**src/rtl/pirq_pkg.sv**
```systemverilog
package pirq_pkg;

    typedef enum logic [1:0] {
        ADDR_CTRL = 2'd0,
        ADDR_EN   = 2'd1,
        ADDR_FLAG = 2'd2,
        ADDR_RSVD = 2'd3
    } reg_addr_e;

    typedef enum logic [2:0] {
        DIV_FAST = 3'd0,
        DIV_MID  = 3'd1,
        DIV_SLOW = 3'd2
    } div_sel_e;

    localparam logic [6:0] CTRL_RESET = 7'h60;

    // enable register packing (internal index, visible bit = index + 3)
    localparam int EN_SQ  = 0;
    localparam int EN_UPD = 1;
    localparam int EN_ALM = 2;
    localparam int EN_PER = 3;

    typedef struct packed {
        logic [6:0] ctrl;
        logic [3:0] en;
    } regs_t;

    typedef struct packed {
        logic pf;
        logic af;
        logic uf;
    } flags_t;

endpackage

```
**src/rtl/pirq_rate_dec.sv**
```systemverilog
module pirq_rate_dec #(
    parameter int FAST_LOG2 = 22,
    parameter int MID_LOG2  = 20,
    parameter int EXP_W     = 5
) (
    input  logic [2:0]       div_sel,
    input  logic [3:0]       rate_sel,
    output logic             run,
    output logic             active,
    output logic [EXP_W-1:0] half_exp
);
    import pirq_pkg::*;

    int exp_v;

    always_comb begin
        run   = 1'b0;
        exp_v = 0;
        case (div_sel)
            DIV_FAST: begin
                run   = 1'b1;
                exp_v = int'(rate_sel) + FAST_LOG2 - 17;
            end
            DIV_MID: begin
                run   = 1'b1;
                exp_v = int'(rate_sel) + MID_LOG2 - 17;
            end
            DIV_SLOW: begin
                run   = 1'b1;
                // codes 1 and 2 fall back to 256 Hz / 128 Hz on the slow base
                exp_v = (rate_sel < 4'd3) ? int'(rate_sel) + 5 : int'(rate_sel) - 2;
            end
            default: run = 1'b0;
        endcase
        active   = run && (rate_sel != 4'd0);
        half_exp = EXP_W'(exp_v);
    end

endmodule

```
**src/rtl/pirq_div_chain.sv**
```systemverilog
module pirq_div_chain #(
    parameter int CHAIN_W = 21,
    parameter int EXP_W   = 5
) (
    input  logic             clk,
    input  logic             rst_n,
    input  logic             base_tick,
    input  logic             run,
    input  logic             active,
    input  logic             sq_en,
    input  logic [EXP_W-1:0] half_exp,
    output logic             per_evt,
    output logic             sqw
);

    typedef struct packed {
        logic [CHAIN_W-1:0] cnt;
        logic               sq;
    } chain_t;

    chain_t st_d, st_q;
    logic [CHAIN_W-1:0] half_mask, full_mask;
    logic half_hit;

    always_comb begin
        half_mask = (CHAIN_W'(1) << half_exp) - CHAIN_W'(1);
        full_mask = {half_mask[CHAIN_W-2:0], 1'b1};
        half_hit  = base_tick && active && ((st_q.cnt & half_mask) == half_mask);
        per_evt   = base_tick && active && ((st_q.cnt & full_mask) == full_mask);

        st_d = st_q;
        if (!run) begin
            st_d.cnt = '0;
        end else if (base_tick) begin
            st_d.cnt = st_q.cnt + CHAIN_W'(1);
        end

        if (active && sq_en) begin
            st_d.sq = half_hit ? ~st_q.sq : st_q.sq;
        end else begin
            st_d.sq = 1'b0;
        end
    end

    always_ff @(posedge clk or negedge rst_n) begin
        if (!rst_n) begin
            st_q <= '0;
        end else begin
            st_q <= st_d;
        end
    end

    assign sqw = st_q.sq;

    a_r4_held_zero: assert property (@(posedge clk) disable iff (!rst_n)
        !run |=> (st_q.cnt == '0));

    a_r8_sq_quiet: assert property (@(posedge clk) disable iff (!rst_n)
        !(active && sq_en) |=> !sqw);

endmodule

```
**src/rtl/pirq_flags.sv**
```systemverilog
module pirq_flags (
    input  logic                   clk,
    input  logic                   rst_n,
    input  logic                   per_evt,
    input  logic                   alarm_evt,
    input  logic                   update_evt,
    input  logic                   rd_clr,
    input  logic                   en_per,
    input  logic                   en_alm,
    input  logic                   en_upd,
    output pirq_pkg::flags_t       flags,
    output logic                   irqf
);
    import pirq_pkg::*;

    flags_t fl_d, fl_q;

    always_comb begin
        fl_d = rd_clr ? '0 : fl_q;
        fl_d.pf = fl_d.pf | per_evt;
        fl_d.af = fl_d.af | alarm_evt;
        fl_d.uf = fl_d.uf | update_evt;
        irqf = (fl_q.pf && en_per) || (fl_q.af && en_alm) || (fl_q.uf && en_upd);
    end

    always_ff @(posedge clk or negedge rst_n) begin
        if (!rst_n) begin
            fl_q <= '0;
        end else begin
            fl_q <= fl_d;
        end
    end

    assign flags = fl_q;

    a_r7_clear_after_read: assert property (@(posedge clk) disable iff (!rst_n)
        (rd_clr && !per_evt && !alarm_evt && !update_evt) |=> (flags == '0));

    a_r5_alarm_sets: assert property (@(posedge clk) disable iff (!rst_n)
        alarm_evt |=> flags.af);

    a_r5_update_sets: assert property (@(posedge clk) disable iff (!rst_n)
        update_evt |=> flags.uf);

endmodule

```
**src/rtl/pirq_rate_gen.sv**
```systemverilog
module pirq_rate_gen #(
    parameter int FAST_LOG2 = 22,
    parameter int MID_LOG2  = 20
) (
    input  logic       clk,
    input  logic       rst_n,
    input  logic       base_tick,
    input  logic       wr_en,
    input  logic       rd_en,
    input  logic [1:0] addr,
    input  logic [6:0] wdata,
    output logic [7:0] rdata,
    input  logic       alarm_evt,
    input  logic       update_evt,
    output logic       irq,
    output logic       sqw
);
    import pirq_pkg::*;

    localparam int CHAIN_W = FAST_LOG2 - 1;
    localparam int EXP_W   = $clog2(FAST_LOG2);

    regs_t  rg_d, rg_q;
    logic   run, active, per_evt, irqf, rd_clr;
    logic [EXP_W-1:0] half_exp;
    flags_t flags;

    always_comb begin
        rg_d = rg_q;
        if (wr_en && addr == ADDR_CTRL) rg_d.ctrl = wdata;
        if (wr_en && addr == ADDR_EN)   rg_d.en   = wdata[6:3];
        rd_clr = rd_en && (addr == ADDR_FLAG);
        case (addr)
            ADDR_CTRL: rdata = {1'b0, rg_q.ctrl};
            ADDR_EN:   rdata = {1'b0, rg_q.en, 3'b000};
            ADDR_FLAG: rdata = {irqf, flags.pf, flags.af, flags.uf, 4'b0000};
            default:   rdata = 8'h00;
        endcase
    end

    always_ff @(posedge clk or negedge rst_n) begin
        if (!rst_n) begin
            rg_q <= '{ctrl: CTRL_RESET, en: 4'b0000};
        end else begin
            rg_q <= rg_d;
        end
    end

    pirq_rate_dec #(
        .FAST_LOG2(FAST_LOG2),
        .MID_LOG2 (MID_LOG2),
        .EXP_W    (EXP_W)
    ) u_dec (
        .div_sel (rg_q.ctrl[6:4]),
        .rate_sel(rg_q.ctrl[3:0]),
        .run     (run),
        .active  (active),
        .half_exp(half_exp)
    );

    pirq_div_chain #(
        .CHAIN_W(CHAIN_W),
        .EXP_W  (EXP_W)
    ) u_chain (
        .clk      (clk),
        .rst_n    (rst_n),
        .base_tick(base_tick),
        .run      (run),
        .active   (active),
        .sq_en    (rg_q.en[EN_SQ]),
        .half_exp (half_exp),
        .per_evt  (per_evt),
        .sqw      (sqw)
    );

    pirq_flags u_flags (
        .clk       (clk),
        .rst_n     (rst_n),
        .per_evt   (per_evt),
        .alarm_evt (alarm_evt),
        .update_evt(update_evt),
        .rd_clr    (rd_clr),
        .en_per    (rg_q.en[EN_PER]),
        .en_alm    (rg_q.en[EN_ALM]),
        .en_upd    (rg_q.en[EN_UPD]),
        .flags     (flags),
        .irqf      (irqf)
    );

    assign irq = irqf;

    // a request can only appear after an event or an enable write
    a_r6_irq_source: assert property (@(posedge clk) disable iff (!rst_n)
        $rose(irq) |-> $past(alarm_evt || update_evt || per_evt ||
                             (wr_en && addr == ADDR_EN)));

    // a zero rate code never produces a periodic event
    a_r2_no_pf_when_off: assert property (@(posedge clk) disable iff (!rst_n)
        (rg_q.ctrl[3:0] == 4'd0 && !rd_clr && !flags.pf) |=> !flags.pf);

endmodule

```
**config.mk**
```make
export PLATFORM = sky130hd
export DESIGN_NAME = pirq_rate_gen
export DESIGN_NICKNAME = d
export VERILOG_FILES = /design/src/rtl/pirq_pkg.sv /design/src/rtl/pirq_rate_dec.sv /design/src/rtl/pirq_div_chain.sv /design/src/rtl/pirq_flags.sv /design/src/rtl/pirq_rate_gen.sv
export SDC_FILE = /design/constraint.sdc
export NUM_CORES = 1
export LEC_CHECK = 0
export BUFFER_PORTS_ARGS = -buffer_cell sky130_fd_sc_hd__buf_2
export CAP_MARGIN = 20
export CORE_ASPECT_RATIO = 0.6
export CORE_MARGIN = 2
export CORE_UTILIZATION = 30
export DETAILED_ROUTE_END_ITERATION = 10
export MAX_ROUTING_LAYER = met4
export PLACE_DENSITY = 0.45
export REMOVE_ABC_BUFFERS = 1
export SLEW_MARGIN = 20
export SYNTH_ARGS = -nofsm -noshare
export SYNTH_HDL_FRONTEND = slang
export SYNTH_SLANG_ARGS = --single-unit
export TNS_END_PERCENT = 10
```
**constraint.sdc**
```tcl
create_clock -name clk -period 5.6 [get_ports clk]
set_input_delay 0.56 -clock clk [delete_from_list [all_inputs] [get_ports clk]]
set_output_delay 0.56 -clock clk [all_outputs]
set_load 0.005 [all_outputs]
```
==> results.md <==
* Status: complete, no violations
* Nets at 400
* Clk buf depth at 2
* DP HPWL at 7.14 mm
* Crit path time final at 4.76 ns
* Ys Warns at 0
* Reg clk slew, reported paths at 0.06 ns
* Post-route ant nets at 0
* Syn avg cell area at 8.31 sq um
* Setup crit start kind: flop
* Power Density at 378 nW/um^2
* CTS H-tree depth at 2
* Largest net degree at the start of global routing at 37
* Vias in the first global route at 2595
* Starting Density at 30.7%
* Critical path type: reg2reg
* Via Count at approximately 2900
* Routability cong. at 0.955
* Worst r2r src: rg_q[6]$_DFFE_PN0P_
* Crit path max fanout at 20
* Util after Layout at 34.3%
* RSZ-0062 raised after global routing: false
* Async S/R FF share, synth at 100%
* Setup Fix Bufs, Post-CTS at 0
* Final setup skew at 0.00812 ns
* Die area at between 10000 and 15000 sq um
* Core region area at ~9800 sq um
* Part of the Yosys area used for sequential elements at 29.9%
* Final worst setup slack at around 0.84 ns
* Num CTS Buffers at 5
* Share of cells above drive strength 1 at between 10% and 20%
* Setup-failing EPs final at 0
* Worst slew pin tran at roughly 0.9 ns
* CTS sink count at 36
* Vias/cell at 5.59
* Die Ht at roughly 80 microns
* Die W at ~130 microns
* Worst hold path class: in2async
* Post-Synthesis Cell Area at 3020 sq um
* Ys flop type: dfrtp_1
* Maximum vdd ir drop at 0.0000934 V
* Total Neg Setup Slack at 0 ns
* CTS tree: done
* DR iter-0 viols at 287
* Crit path from: rg_q[6]$_DFFE_PN0P_
* Top Ports at 26
* WP data arrival at ~5.0 ns
* Endpoints failing hold at 0
* Rows at 28
* Slew margin rel. at 40.7%
* Max_cap viols at 0
* # diodes at 0
* Post-Synthesis Cells at between 300 and 400
* Drc violations at 0
* CTS root buf: clkbuf_16
* DR WL/cell at 18.6 microns
* Setup crit end kind: flop
* Detailed Routing Iterations Pass 1 at 6
* First-pass GRT wire length at 15.1 mm
* Gr ovfl total at 0
* WL final at 9.50 mm
* Initial antenna violation count at 0
* Port bufs at 25
* P&R area growth vs syn at 11.5%
* Peak Freq at roughly 0.21 GHz
* Final Max Slew Viols at 0
* Yosys cell types at 68
* Pre-CTS WS at 0.934 ns
* Fin crit share at 85.0%
* Post-route cell area at 3370 sq um
* Worst-skew pair later-pin latency at 0.28 ns
* FF+latch count, synth at 36
* CTS Hold Bufs at 0
* Critical path required time at 5.81 ns
* Cts repair resizes at 0
* P_leak at around 0.0013 uW
* GRT Util Overall at 18.5%
* Number of synthesized flops with an enable pin at 0
* Placed Area at roughly 3200 sq um
==> cell type report <==
class	count	area, sq um
clock buffers	6	129
clock inverters	2	35.0
fillers	1030	6470
inverters	12	45.0
multi-input cells	291	1930
flip-flops and latches	36	903
well taps	135	169
repair buffers	30	163
==> logic make-up (layout without fill, tap and decap cells) <==
logic type | after synthesis | count (layout) | synth area share [%]
mux | 19 | 19 | 6.70
fa+ha+maj | 8 | 8 | 3.31
buf+inv | 37 | 50 | 6.33
compound gates | 97 | 97 | 22.5
simple gates | 147 | 147 | 25.5
flops | 36 | 36 | 29.9
xor+xnor | 20 | 20 | 5.79
==> cells in the final DEF (no fill, tap or decap), types with 8 or more instances in the layout <==
| master | netlist | routed |
|---|---|---|
| dfrtp_1 | 34 | 34 |
| o21ai_0 | 27 | 27 |
| nor3_1 | 9 | 9 |
| nand4_1 | 10 | 10 |
| mux2i_1 | 9 | 9 |
| a21o_1 | 8 | 8 |
| nor2_1 | 41 | 41 |
| ha_1 | 8 | 8 |
| xnor2_1 | 9 | 9 |
| inv_1 | 12 | 12 |
| xor2_1 | 11 | 11 |
| a21oi_1 | 13 | 13 |
| buf_2 | 3 | 25 |
| mux2_2 | 10 | 10 |
| nand3_1 | 17 | 17 |
| nand2_1 | 26 | 26 |
==> critical path, stage by stage, from the launching register on <==
cell and delay (ns):
dfrtp_1 0.58, inv_1 0.17, ha_1 0.22, mux2_2 0.27
a211oi_2 0.25, a2111o_1 0.26, nand3_1 0.28, or3_1 0.50
ha_1 0.46, nor2b_1 0.24, o21ai_0 0.21, o2111ai_1 0.13
or4b_1 0.59, nor4_2 0.31, mux2i_1 0.21
==> path summary, 6_finish.rpt <==
| path | slack [ns] | cells past startpoint | end |
|---|---|---|---|
| worst max-delay path | 0.84 | 14 | u_chain.sqw$_DFFE_PN0P_ |
| min in group clk | 0.45 | 2 | u_flags.flags[1]$_DFF_PN0_ |
| worst max register to register | 0.84 | 14 | u_chain.sqw$_DFFE_PN0P_ |
| worst min register to register | 0.53 | 2 | u_flags.flags[2]$_DFF_PN0_ |
| worst min-delay path | 0.38 | 1 | u_flags.flags[0]$_DFF_PN0_ |
| max in group asynchronous | 4.67 | 1 | u_chain.st_q[6]$_DFFE_PN0P_ |
==> flip-flops by register name, indices dropped and copies added (netlist names) <==
signal	cells
rg_q	11
u_chain.sqw	1
u_chain.st_q	21
u_flags.flags	3
==> cells in the mapped netlist (5+ instances only) <==
master      n  share of area [%]
ha_1        8                3.3
inv_1      12                1.5
o2111ai_1   6                1.7
o21ai_0    27                4.5
nor2b_1     5                1.0
a21o_1      8                2.0
nand2_1    26                3.2
nor3_1      9                1.5
buf_6       5                1.9
clkbuf_1   13                1.6
nand3_1    17                2.8
mux2i_1     9                3.0
a21oi_1    13                2.2
xnor2_1     9                2.6
mux2_2     10                3.7
nand4_1    10                2.1
dfrtp_1    34                 28
nor3b_1     6                1.5
nor2_1     41                5.1
xor2_1     11                3.2
==> layer usage <==
layer  vias to the layer above  share of wire (%)  track usage (%)
met2                       105                 34             21.0
li1                       1366                  -                -
met4                         0               0.46             2.77
met1                      1385                 56             30.6
met3                         4                9.2             4.75
met5                         -                  0                -
==> power breakdown <==
part	leakage, uW	switching [uW]	internal (uW)
clock	0.0000808	112	210
combinational	0.000790	394	235
sequential	0.000468	44.5	281
==> stage by stage <==
stage               cells  hold slack, ns  power (uW)
floorplan             339           0.264         745
detailed placement    504           0.524         937
finish                512           0.385        1280
global route          512           0.444        1360
CTS                   512           0.423        1270
global placement      504           0.512         964
Note: power is estimated with default switching activity, not from simulation.
